File: src/rtl/lcd_pbus_pkg.sv
// Shared types and mode helpers for the parallel LCD bus controller.
// Assumes mode codes: 0/1 = 6800 sync/async, 2/3 = 8080 sync/async, 4..7 = character.
package lcd_pbus_pkg;

    typedef enum logic [2:0] {
        PH_IDLE   = 3'd0,
        PH_SETUP  = 3'd1,
        PH_STROBE = 3'd2,
        PH_HOLD   = 3'd3,
        PH_DONE   = 3'd4
    } phase_t;

    typedef enum logic [1:0] {
        FAM_CHAR = 2'd0,
        FAM_M68  = 2'd1,
        FAM_I80  = 2'd2
    } family_t;

    // Protocol family of a mode code.
    function automatic family_t mode_family(input logic [2:0] m);
        if (m[2])      return FAM_CHAR;
        else if (m[1]) return FAM_I80;
        else           return FAM_M68;
    endfunction

    // Synchronous-clock variant (codes 0 and 2).
    function automatic logic mode_sync(input logic [2:0] m);
        return ~m[2] & ~m[0];
    endfunction

endpackage

File: src/rtl/lcd_pbus_seq.sv
// Phase sequencer: setup -> strobe -> hold (twice when two_pass) -> done.
// Assumes timing counts are latched at start; a zero count is treated as one clock.
module lcd_pbus_seq
    import lcd_pbus_pkg::*;
#(
    parameter int TW = 4
) (
    input  logic          clk,
    input  logic          rst_n,
    input  logic          start,
    input  logic          two_pass,
    input  logic [TW-1:0] t_setup,
    input  logic [TW-1:0] t_strobe,
    input  logic [TW-1:0] t_hold,
    output phase_t        phase,
    output logic          second,
    output logic          last_strobe
);

    logic [TW-1:0] cnt;
    logic [TW-1:0] ts_l, tw_l, th_l;
    logic          two_l;

    // Remaining-cycle load value for a programmed count (minimum one clock).
    function automatic logic [TW-1:0] load_of(input logic [TW-1:0] v);
        return (v == '0) ? '0 : v - 1'b1;
    endfunction

    // Phase transitions and per-phase down counter.
    always_ff @(posedge clk) begin
        if (!rst_n) begin
            phase  <= PH_IDLE;
            cnt    <= '0;
            second <= 1'b0;
            ts_l   <= '0;
            tw_l   <= '0;
            th_l   <= '0;
            two_l  <= 1'b0;
        end else begin
            unique case (phase)
                PH_IDLE: if (start) begin
                    phase  <= PH_SETUP;
                    cnt    <= load_of(t_setup);
                    ts_l   <= t_setup;
                    tw_l   <= t_strobe;
                    th_l   <= t_hold;
                    two_l  <= two_pass;
                    second <= 1'b0;
                end
                PH_SETUP: if (cnt == '0) begin
                    phase <= PH_STROBE;
                    cnt   <= load_of(tw_l);
                end else cnt <= cnt - 1'b1;
                PH_STROBE: if (cnt == '0) begin
                    phase <= PH_HOLD;
                    cnt   <= load_of(th_l);
                end else cnt <= cnt - 1'b1;
                PH_HOLD: if (cnt == '0) begin
                    if (two_l && !second) begin
                        phase  <= PH_SETUP;
                        cnt    <= load_of(ts_l);
                        second <= 1'b1;
                    end else begin
                        phase <= PH_DONE;
                    end
                end else cnt <= cnt - 1'b1;
                PH_DONE: phase <= PH_IDLE;
                default: phase <= PH_IDLE;
            endcase
        end
    end

    // Marks the final clock of the strobe period (read sampling point).
    always_comb last_strobe = (phase == PH_STROBE) && (cnt == '0);

    AST_START_TO_SETUP: assert property (@(posedge clk) disable iff (!rst_n)
        (phase == PH_IDLE && start) |=> (phase == PH_SETUP));
    AST_DONE_SINGLE: assert property (@(posedge clk) disable iff (!rst_n)
        (phase == PH_DONE) |=> (phase == PH_IDLE));
    AST_HOLD_EXIT: assert property (@(posedge clk) disable iff (!rst_n)
        (phase == PH_HOLD) |=> (phase == PH_HOLD || phase == PH_SETUP || phase == PH_DONE));
    AST_TWO_PASS_DONE: assert property (@(posedge clk) disable iff (!rst_n)
        (phase == PH_DONE && two_l) |-> second);

endmodule

File: src/rtl/lcd_pbus_sclk.sv
// Free-running clock for the synchronous bus variants.
// Assumes HALF >= 1; the output toggles every HALF input clocks.
module lcd_pbus_sclk #(
    parameter int HALF = 1
) (
    input  logic clk,
    input  logic rst_n,
    output logic sclk
);

    localparam int CW = (HALF > 1) ? $clog2(HALF) : 1;

    logic [CW-1:0] cnt;

    // Divide-and-toggle counter.
    always_ff @(posedge clk) begin
        if (!rst_n) begin
            cnt  <= '0;
            sclk <= 1'b0;
        end else if (cnt == CW'(HALF - 1)) begin
            cnt  <= '0;
            sclk <= ~sclk;
        end else begin
            cnt <= cnt + 1'b1;
        end
    end

endmodule

File: src/rtl/lcd_pbus_pinmap.sv
// Pin mapper: turns phase plus latched request into the five shared control
// pins and the data bus for the selected protocol family. Purely combinational.
// Assumes DW >= 8; character mode uses the low byte lanes only.
module lcd_pbus_pinmap
    import lcd_pbus_pkg::*;
#(
    parameter int DW = 16
) (
    input  family_t       fam,
    input  logic          sync,
    input  logic          active,
    input  logic          strobing,
    input  logic          rd,
    input  logic          dc,
    input  logic          disp,
    input  logic          nib4,
    input  logic          second,
    input  logic          sclk,
    input  logic [DW-1:0] wdata,
    output logic          p_strb,
    output logic          p_dir,
    output logic          p_rs,
    output logic          p_sel0,
    output logic          p_sel1,
    output logic          d_oe,
    output logic [DW-1:0] d_out
);

    localparam int CW  = 8;
    localparam int NIB = CW / 2;

    logic          tgt1;
    logic [NIB-1:0] nib_val;

    // Control pin meaning per family.
    always_comb begin
        tgt1   = disp & ~sync;
        p_rs   = active & dc;
        p_sel0 = ~(active & ~tgt1);
        p_sel1 = sync ? sclk : ~(active & tgt1);
        p_strb = 1'b0;
        p_dir  = active & rd;
        unique case (fam)
            FAM_CHAR: begin
                p_sel0 = strobing & ~disp;
                p_sel1 = strobing & disp;
            end
            FAM_M68: begin
                p_strb = strobing;
            end
            default: begin
                p_strb = ~(strobing & rd);
                p_dir  = ~(strobing & ~rd);
            end
        endcase
    end

    // Data lane selection and output enable.
    always_comb begin
        d_oe    = active & ~rd;
        nib_val = second ? wdata[NIB-1:0] : wdata[CW-1:NIB];
        d_out   = '0;
        if (d_oe) begin
            if (fam != FAM_CHAR)  d_out = wdata;
            else if (nib4)        d_out[CW-1:NIB] = nib_val;
            else                  d_out[CW-1:0] = wdata[CW-1:0];
        end
    end

endmodule

File: src/rtl/lcd_pbus_ctrl.sv
// Multi-mode parallel LCD bus controller top. Accepts one host request when
// idle, latches it, runs the phase sequencer, maps pins per mode and captures
// read data. Assumes the host holds request fields valid with req_valid.
module lcd_pbus_ctrl
    import lcd_pbus_pkg::*;
#(
    parameter int DW        = 16,
    parameter int TW        = 4,
    parameter int SCLK_HALF = 1
) (
    input  logic          clk,
    input  logic          rst_n,
    input  logic [2:0]    cfg_mode,
    input  logic          cfg_nib4,
    input  logic [TW-1:0] cfg_setup,
    input  logic [TW-1:0] cfg_strobe,
    input  logic [TW-1:0] cfg_hold,
    input  logic          req_valid,
    input  logic          req_read,
    input  logic          req_data_sel,
    input  logic          req_disp,
    input  logic [DW-1:0] req_wdata,
    output logic          req_busy,
    output logic          req_ack,
    output logic [DW-1:0] rsp_rdata,
    output logic [DW-1:0] lcd_d_out,
    output logic          lcd_d_oe,
    input  logic [DW-1:0] lcd_d_in,
    output logic          lcd_p_strb,
    output logic          lcd_p_dir,
    output logic          lcd_p_rs,
    output logic          lcd_p_sel0,
    output logic          lcd_p_sel1
);

    localparam int CW  = 8;
    localparam int NIB = CW / 2;

    phase_t        phase;
    logic          second, last_strobe, sclk, accept;
    logic [2:0]    mode_l, mode_eff;
    logic          nib4_l, rd_l, dc_l, disp_l;
    logic [DW-1:0] wdata_l;
    family_t       fam;
    logic          sync_eff, active, strobing;

    // Request acceptance.
    always_comb accept = req_valid && (phase == PH_IDLE);

    // Latch request and mode at acceptance.
    always_ff @(posedge clk) begin
        if (!rst_n) begin
            mode_l  <= 3'd4;
            nib4_l  <= 1'b0;
            rd_l    <= 1'b0;
            dc_l    <= 1'b0;
            disp_l  <= 1'b0;
            wdata_l <= '0;
        end else if (accept) begin
            mode_l  <= cfg_mode;
            nib4_l  <= cfg_nib4;
            rd_l    <= req_read;
            dc_l    <= req_data_sel;
            disp_l  <= req_disp;
            wdata_l <= req_wdata;
        end
    end

    // Effective mode: latched while busy, live when idle.
    always_comb begin
        mode_eff = req_busy ? mode_l : cfg_mode;
        fam      = mode_family(mode_eff);
        sync_eff = mode_sync(mode_eff);
        active   = (phase == PH_SETUP) || (phase == PH_STROBE) || (phase == PH_HOLD);
        strobing = (phase == PH_STROBE);
        req_busy = (phase != PH_IDLE);
        req_ack  = (phase == PH_DONE);
    end

    lcd_pbus_seq #(.TW(TW)) u_seq (
        .clk         (clk),
        .rst_n       (rst_n),
        .start       (accept),
        .two_pass    (cfg_nib4 && cfg_mode[2]),
        .t_setup     (cfg_setup),
        .t_strobe    (cfg_strobe),
        .t_hold      (cfg_hold),
        .phase       (phase),
        .second      (second),
        .last_strobe (last_strobe)
    );

    lcd_pbus_sclk #(.HALF(SCLK_HALF)) u_sclk (
        .clk   (clk),
        .rst_n (rst_n),
        .sclk  (sclk)
    );

    lcd_pbus_pinmap #(.DW(DW)) u_pins (
        .fam      (fam),
        .sync     (sync_eff),
        .active   (active),
        .strobing (strobing),
        .rd       (rd_l),
        .dc       (dc_l),
        .disp     (disp_l),
        .nib4     (nib4_l),
        .second   (second),
        .sclk     (sclk),
        .wdata    (wdata_l),
        .p_strb   (lcd_p_strb),
        .p_dir    (lcd_p_dir),
        .p_rs     (lcd_p_rs),
        .p_sel0   (lcd_p_sel0),
        .p_sel1   (lcd_p_sel1),
        .d_oe     (lcd_d_oe),
        .d_out    (lcd_d_out)
    );

    // Read capture on the final strobe clock, per family and width.
    always_ff @(posedge clk) begin
        if (!rst_n) begin
            rsp_rdata <= '0;
        end else if (last_strobe && rd_l) begin
            if (fam != FAM_CHAR) begin
                rsp_rdata <= lcd_d_in;
            end else if (!nib4_l) begin
                rsp_rdata <= {{(DW-CW){1'b0}}, lcd_d_in[CW-1:0]};
            end else if (!second) begin
                rsp_rdata <= {{(DW-CW){1'b0}}, lcd_d_in[CW-1:NIB], {NIB{1'b0}}};
            end else begin
                rsp_rdata[NIB-1:0] <= lcd_d_in[CW-1:NIB];
            end
        end
    end

    AST_ACK_PULSE: assert property (@(posedge clk) disable iff (!rst_n)
        req_ack |=> !req_ack);
    AST_NO_DRIVE_ON_READ: assert property (@(posedge clk) disable iff (!rst_n)
        (req_busy && rd_l) |-> !lcd_d_oe);
    AST_CS_EXCLUSIVE: assert property (@(posedge clk) disable iff (!rst_n)
        (fam != FAM_CHAR && !sync_eff) |-> ($countones({~lcd_p_sel0, ~lcd_p_sel1}) <= 1));
    AST_I80_ONE_STROBE: assert property (@(posedge clk) disable iff (!rst_n)
        (fam == FAM_I80) |-> (lcd_p_strb || lcd_p_dir));
    AST_CHAR_ONE_ENABLE: assert property (@(posedge clk) disable iff (!rst_n)
        (fam == FAM_CHAR) |-> $onehot0({lcd_p_sel0, lcd_p_sel1}));
    AST_IDLE_QUIET: assert property (@(posedge clk) disable iff (!rst_n)
        (!req_busy) |-> (!lcd_d_oe && !lcd_p_rs));

endmodule

File: config.mk
export PLATFORM = sky130hd
export DESIGN_NAME = lcd_pbus_ctrl
export DESIGN_NICKNAME = d
export VERILOG_FILES = /design/src/rtl/lcd_pbus_pkg.sv /design/src/rtl/lcd_pbus_seq.sv /design/src/rtl/lcd_pbus_sclk.sv /design/src/rtl/lcd_pbus_pinmap.sv /design/src/rtl/lcd_pbus_ctrl.sv
export SDC_FILE = /design/constraint.sdc
export NUM_CORES = 1
export LEC_CHECK = 0
export ABC_AREA = 1
export BUFFER_PORTS_ARGS = -buffer_cell sky130_fd_sc_hd__buf_4
export CORE_MARGIN = 5
export CORE_UTILIZATION = 45
export DETAILED_ROUTE_END_ITERATION = 16
export PLACE_DENSITY = 0.81
export SETUP_SLACK_MARGIN = 0.1
export SLEW_MARGIN = 20
export SYNTH_ARGS = -nofsm -noshare
export SYNTH_HDL_FRONTEND = slang
export SYNTH_SLANG_ARGS = --single-unit
export TNS_END_PERCENT = 5
File: constraint.sdc
create_clock -name clk -period 2 [get_ports clk]
set_input_delay 0.4 -clock clk [delete_from_list [all_inputs] [get_ports clk]]
set_output_delay 0.4 -clock clk [all_outputs]
set_load 0.005 [all_outputs]
==> results_dict.tcl <==
set metrics [dict create \
    status "finished clean" \
    final_nets 617 \
    fin_crit_sh_pct 99.49 \
    drive_gt1_share_pct 30.30 \
    antennaDiodeCount 0 \
    core_area_um2 6794 \
    gr-usage-all-layers_pct 18.93 \
    cts_buffers 9 \
    syn_area_um2 3146 \
    timing.fmax_ghz 0.5026 \
    syn-num-nets 514 \
    cp.required_ps 1600 \
    root_buffer "clkbuf_8" \
    synthCells 453 \
    dr.pass1.iters 5 \
    wl_per_cell_um 12.52 \
    dieArea_um2 8762 \
    hold_buffers 0 \
    critPathKind "reg -> out" \
    drc 0 \
    overflow 0 \
    synthDistinctLibCells 28 \
    portBuffers 93 \
    crit_end "lcd_d_out[5]" \
    pwr-share-comb_pct 47.4 \
    vias 3259 \
    hold_class "in -> reg" \
    routed_wirelength_um 8227 \
    ys_seq_area_share_pct 39.46 \
    critical_path.max_stage_delay_ps 370 \
    cp.depth 7 \
    grt_max_degree 58 \
    layout_commonest_cell "buf_4" \
    ios 94 \
    critical_path.max_fanout 8 \
    clk_path_buf_depth 2 \
    critPathBufInv 1 \
    period_needed_ps 1990 \
    critPathTopFamily "simple AND/OR/NAND/NOR gates" \
    hpwl_um 5829 \
    die_w_um 93.61 \
    post_dp_cell_area_um2 3958 \
    crit_chain "nor2_4, nand3_4, nand2_8, nand3_4, o21ai_2, a21oi_2, buf_4" \
    critPathMostFrequentCell "nand3_4" \
    avgSynthCellArea_um2 6.944 \
    end_kind "output port" \
    clk_latency_ps 340 \
    p_sw_share_pct 40.83 \
    pwr-share-clk_pct 20.8 \
    cp_slowest_cell "dfxtp_4" \
    drt_iter0_drc 173 \
    design_area_um2 4323 \
    fin_skew_ps 11.33 \
    power.total_w 0.005319 \
    syn_to_final_growth_pct 37.43 \
    setup_viol 0 \
    slew_viol_final 0 \
    cellLeakagePower_nw 2.035 \
    cp-start-kind "flip-flop" \
    irDropWorstVdd_mv 0.6500 \
    p_seq_share_pct 31.8 \
    ys_warn_count 0 \
    p_switching_w 0.002172 \
    grt_antenna_before_repair 0 \
    crit_path_start "u_seq.phase[0]" \
    r2r_end "rsp_rdata[5]" \
    vias_per_cell 4.960 \
    final_hold_viol_count 0 \
    rrSetupSlack_ps 310 \
    htreeDepth 3 \
    drtAntennaViolNets 0 \
    grt_pass1_vias 2969 \
    r2r-start "u_seq.cnt[0]" \
    synth_seq_cells 62 \
    reg2reg_depth 10 \
    arrival_ps 1590 \
    clkTransAtPathRegs_ps 80 \
    std_cell_rows 30 \
    cts_tree "built" \
    cap_violations 0 \
    grt_pass1_wl_um 13430 \
    mostFrequentLayoutCells "105 x buf_4, 61 x nor2_1, 59 x dfxtp_1" \
    power.density_nw_per_um2 1231 \
    start_util_pct 46.30 \
    cts_sinks 62 \
    cell_internal_pwr_w 0.003147 \
    gp_congestion 0.8598 \
    die_y_um 93.61 \
    rsz0062_at_grt "yes" \
]
==> power groups by stage <==
stage | Combinational, W | Sequential [W] | Clock, W
after floorplan | 0.00150 | 0.00165 | 0
after global placement | 0.00223 | 0.00167 | 0
after detailed placement | 0.00229 | 0.00167 | 0
after CTS | 0.00247 | 0.00168 | 0.00113
after global routing | 0.00283 | 0.00172 | 0.00119
final | 0.00252 | 0.00169 | 0.00111
==> worst min-delay path by stage <==
stage	to	slack [ps]	depth (start not counted)	startpoint
floorplan	mode_l[1]	430	2	mode_l[1]
global placement	dc_l	440	2	dc_l
detailed placement	wdata_l[12]	450	2	wdata_l[12]
CTS	wdata_l[1]	280	3	req_wdata[1]
global route	wdata_l[1]	280	3	req_wdata[1]
finish	wdata_l[3]	290	3	req_wdata[3]
==> registers in the layout, indices dropped and copies added, names as in the netlist, 3 cells and up <==
| register | cells |
|---|---|
| mode_l | 3 |
| u_seq.phase | 3 |
| u_seq.th_l | 4 |
| u_seq.cnt | 4 |
| wdata_l | 16 |
| u_seq.ts_l | 4 |
| u_seq.tw_l | 4 |
| rsp_rdata | 16 |
==> per-stage QoR <==
step           setup TNS (ps)  worst slack [ps]  hold WS [ps]  utilization [%]  std cells
3_5_place_dp                0             136.6         446.1            58.25        635
5_1_grt                -784.3            -83.61         279.3            63.63        657
4_1_cts                     0             7.226         275.8            63.22        657
3_3_place_gp                0             156.3         441.3            58.25        635
6_report                    0             10.22         291.2            63.63        657
2_1_floorplan               0             338.0         429.7                -        453
==> area by class of cell <==
class / instances / area (um2)
clock buffer: 11 / 141.4
clock inverter: 5 / 58.81
fill: 569 / 2471
multi-input combinational: 310 / 1673
inverter: 66 / 257.7
sequential: 62 / 1252
timing repair buffer: 107 / 819.5
tap: 96 / 120.1
==> synth_stat cells <==
| cell | n | area [um2] |
|---|---|---|
| inv_2 | 7 | 26.28 |
| nand2_4 | 3 | 33.78 |
| nor2_8 | 1 | 20.02 |
| inv_4 | 1 | 6.260 |
| nor3_1 | 3 | 15.01 |
| conb_1 | 1 | 3.750 |
| nor2_4 | 3 | 33.78 |
| buf_2 | 6 | 30.03 |
| nand2_2 | 3 | 18.77 |
| buf_8 | 1 | 15.01 |
| ha_1 | 7 | 87.58 |
| a21oi_1 | 45 | 225.2 |
| o21ai_0 | 53 | 265.3 |
| nand3_1 | 30 | 150.1 |
| o211a_1 | 1 | 10.01 |
| nand2_1 | 50 | 187.7 |
| nand4_1 | 3 | 18.77 |
| nor2_1 | 62 | 232.7 |
| buf_6 | 1 | 11.26 |
| o32ai_1 | 1 | 8.760 |
| dfxtp_1 | 62 | 1241 |
| o21ai_1 | 21 | 105.1 |
| inv_1 | 58 | 217.7 |
| a31oi_1 | 7 | 43.79 |
| xor2_1 | 1 | 8.760 |
| nand3_4 | 1 | 17.52 |
| clkbuf_1 | 8 | 30.03 |
| nor2_2 | 13 | 81.33 |
==> timing repair <==
action	4_1_cts	5_1_grt
setup endpoints to repair	20	28
gates cloned	1	0
resized for setup	29	7
pin swaps	6	3
buffers inserted	5	0
==> per-layer routing <==
layer	vias up	part of all wire (%)	track usage, %
li1	1687	-	-
met3	13	7.7	5.229
met4	0	2.0	8.424
met2	113	46	29.96
met1	1446	44	23.97
met5	-	0	0
==> cells by family (layout without fill, tap and decap cells) <==
kind of cell               Yosys count  after routing  synth area share [%]
and+or+nand+nor                    172            173                 25.74
AOI/OAI and AO/OA                  128            128                 20.92
buffers and inverters               82            189                 10.70
DFF                                 62             62                 39.46
adders and majority gates            7              7                 2.784
other                                1              1                0.1192
xor gates and xnor gates             1              1                0.2785
==> worst reg2reg max path: cells and delay by family (launching register included) <==
| kind | cells | cell delay [ps] |
|---|---|---|
| and+or+nand+nor | 6 | 760 |
| adders and majority gates | 1 | 180 |
| DFF | 1 | 320 |
| buffers and inverters | 3 | 380 |
Note: power is estimated with default switching activity, not from simulation.
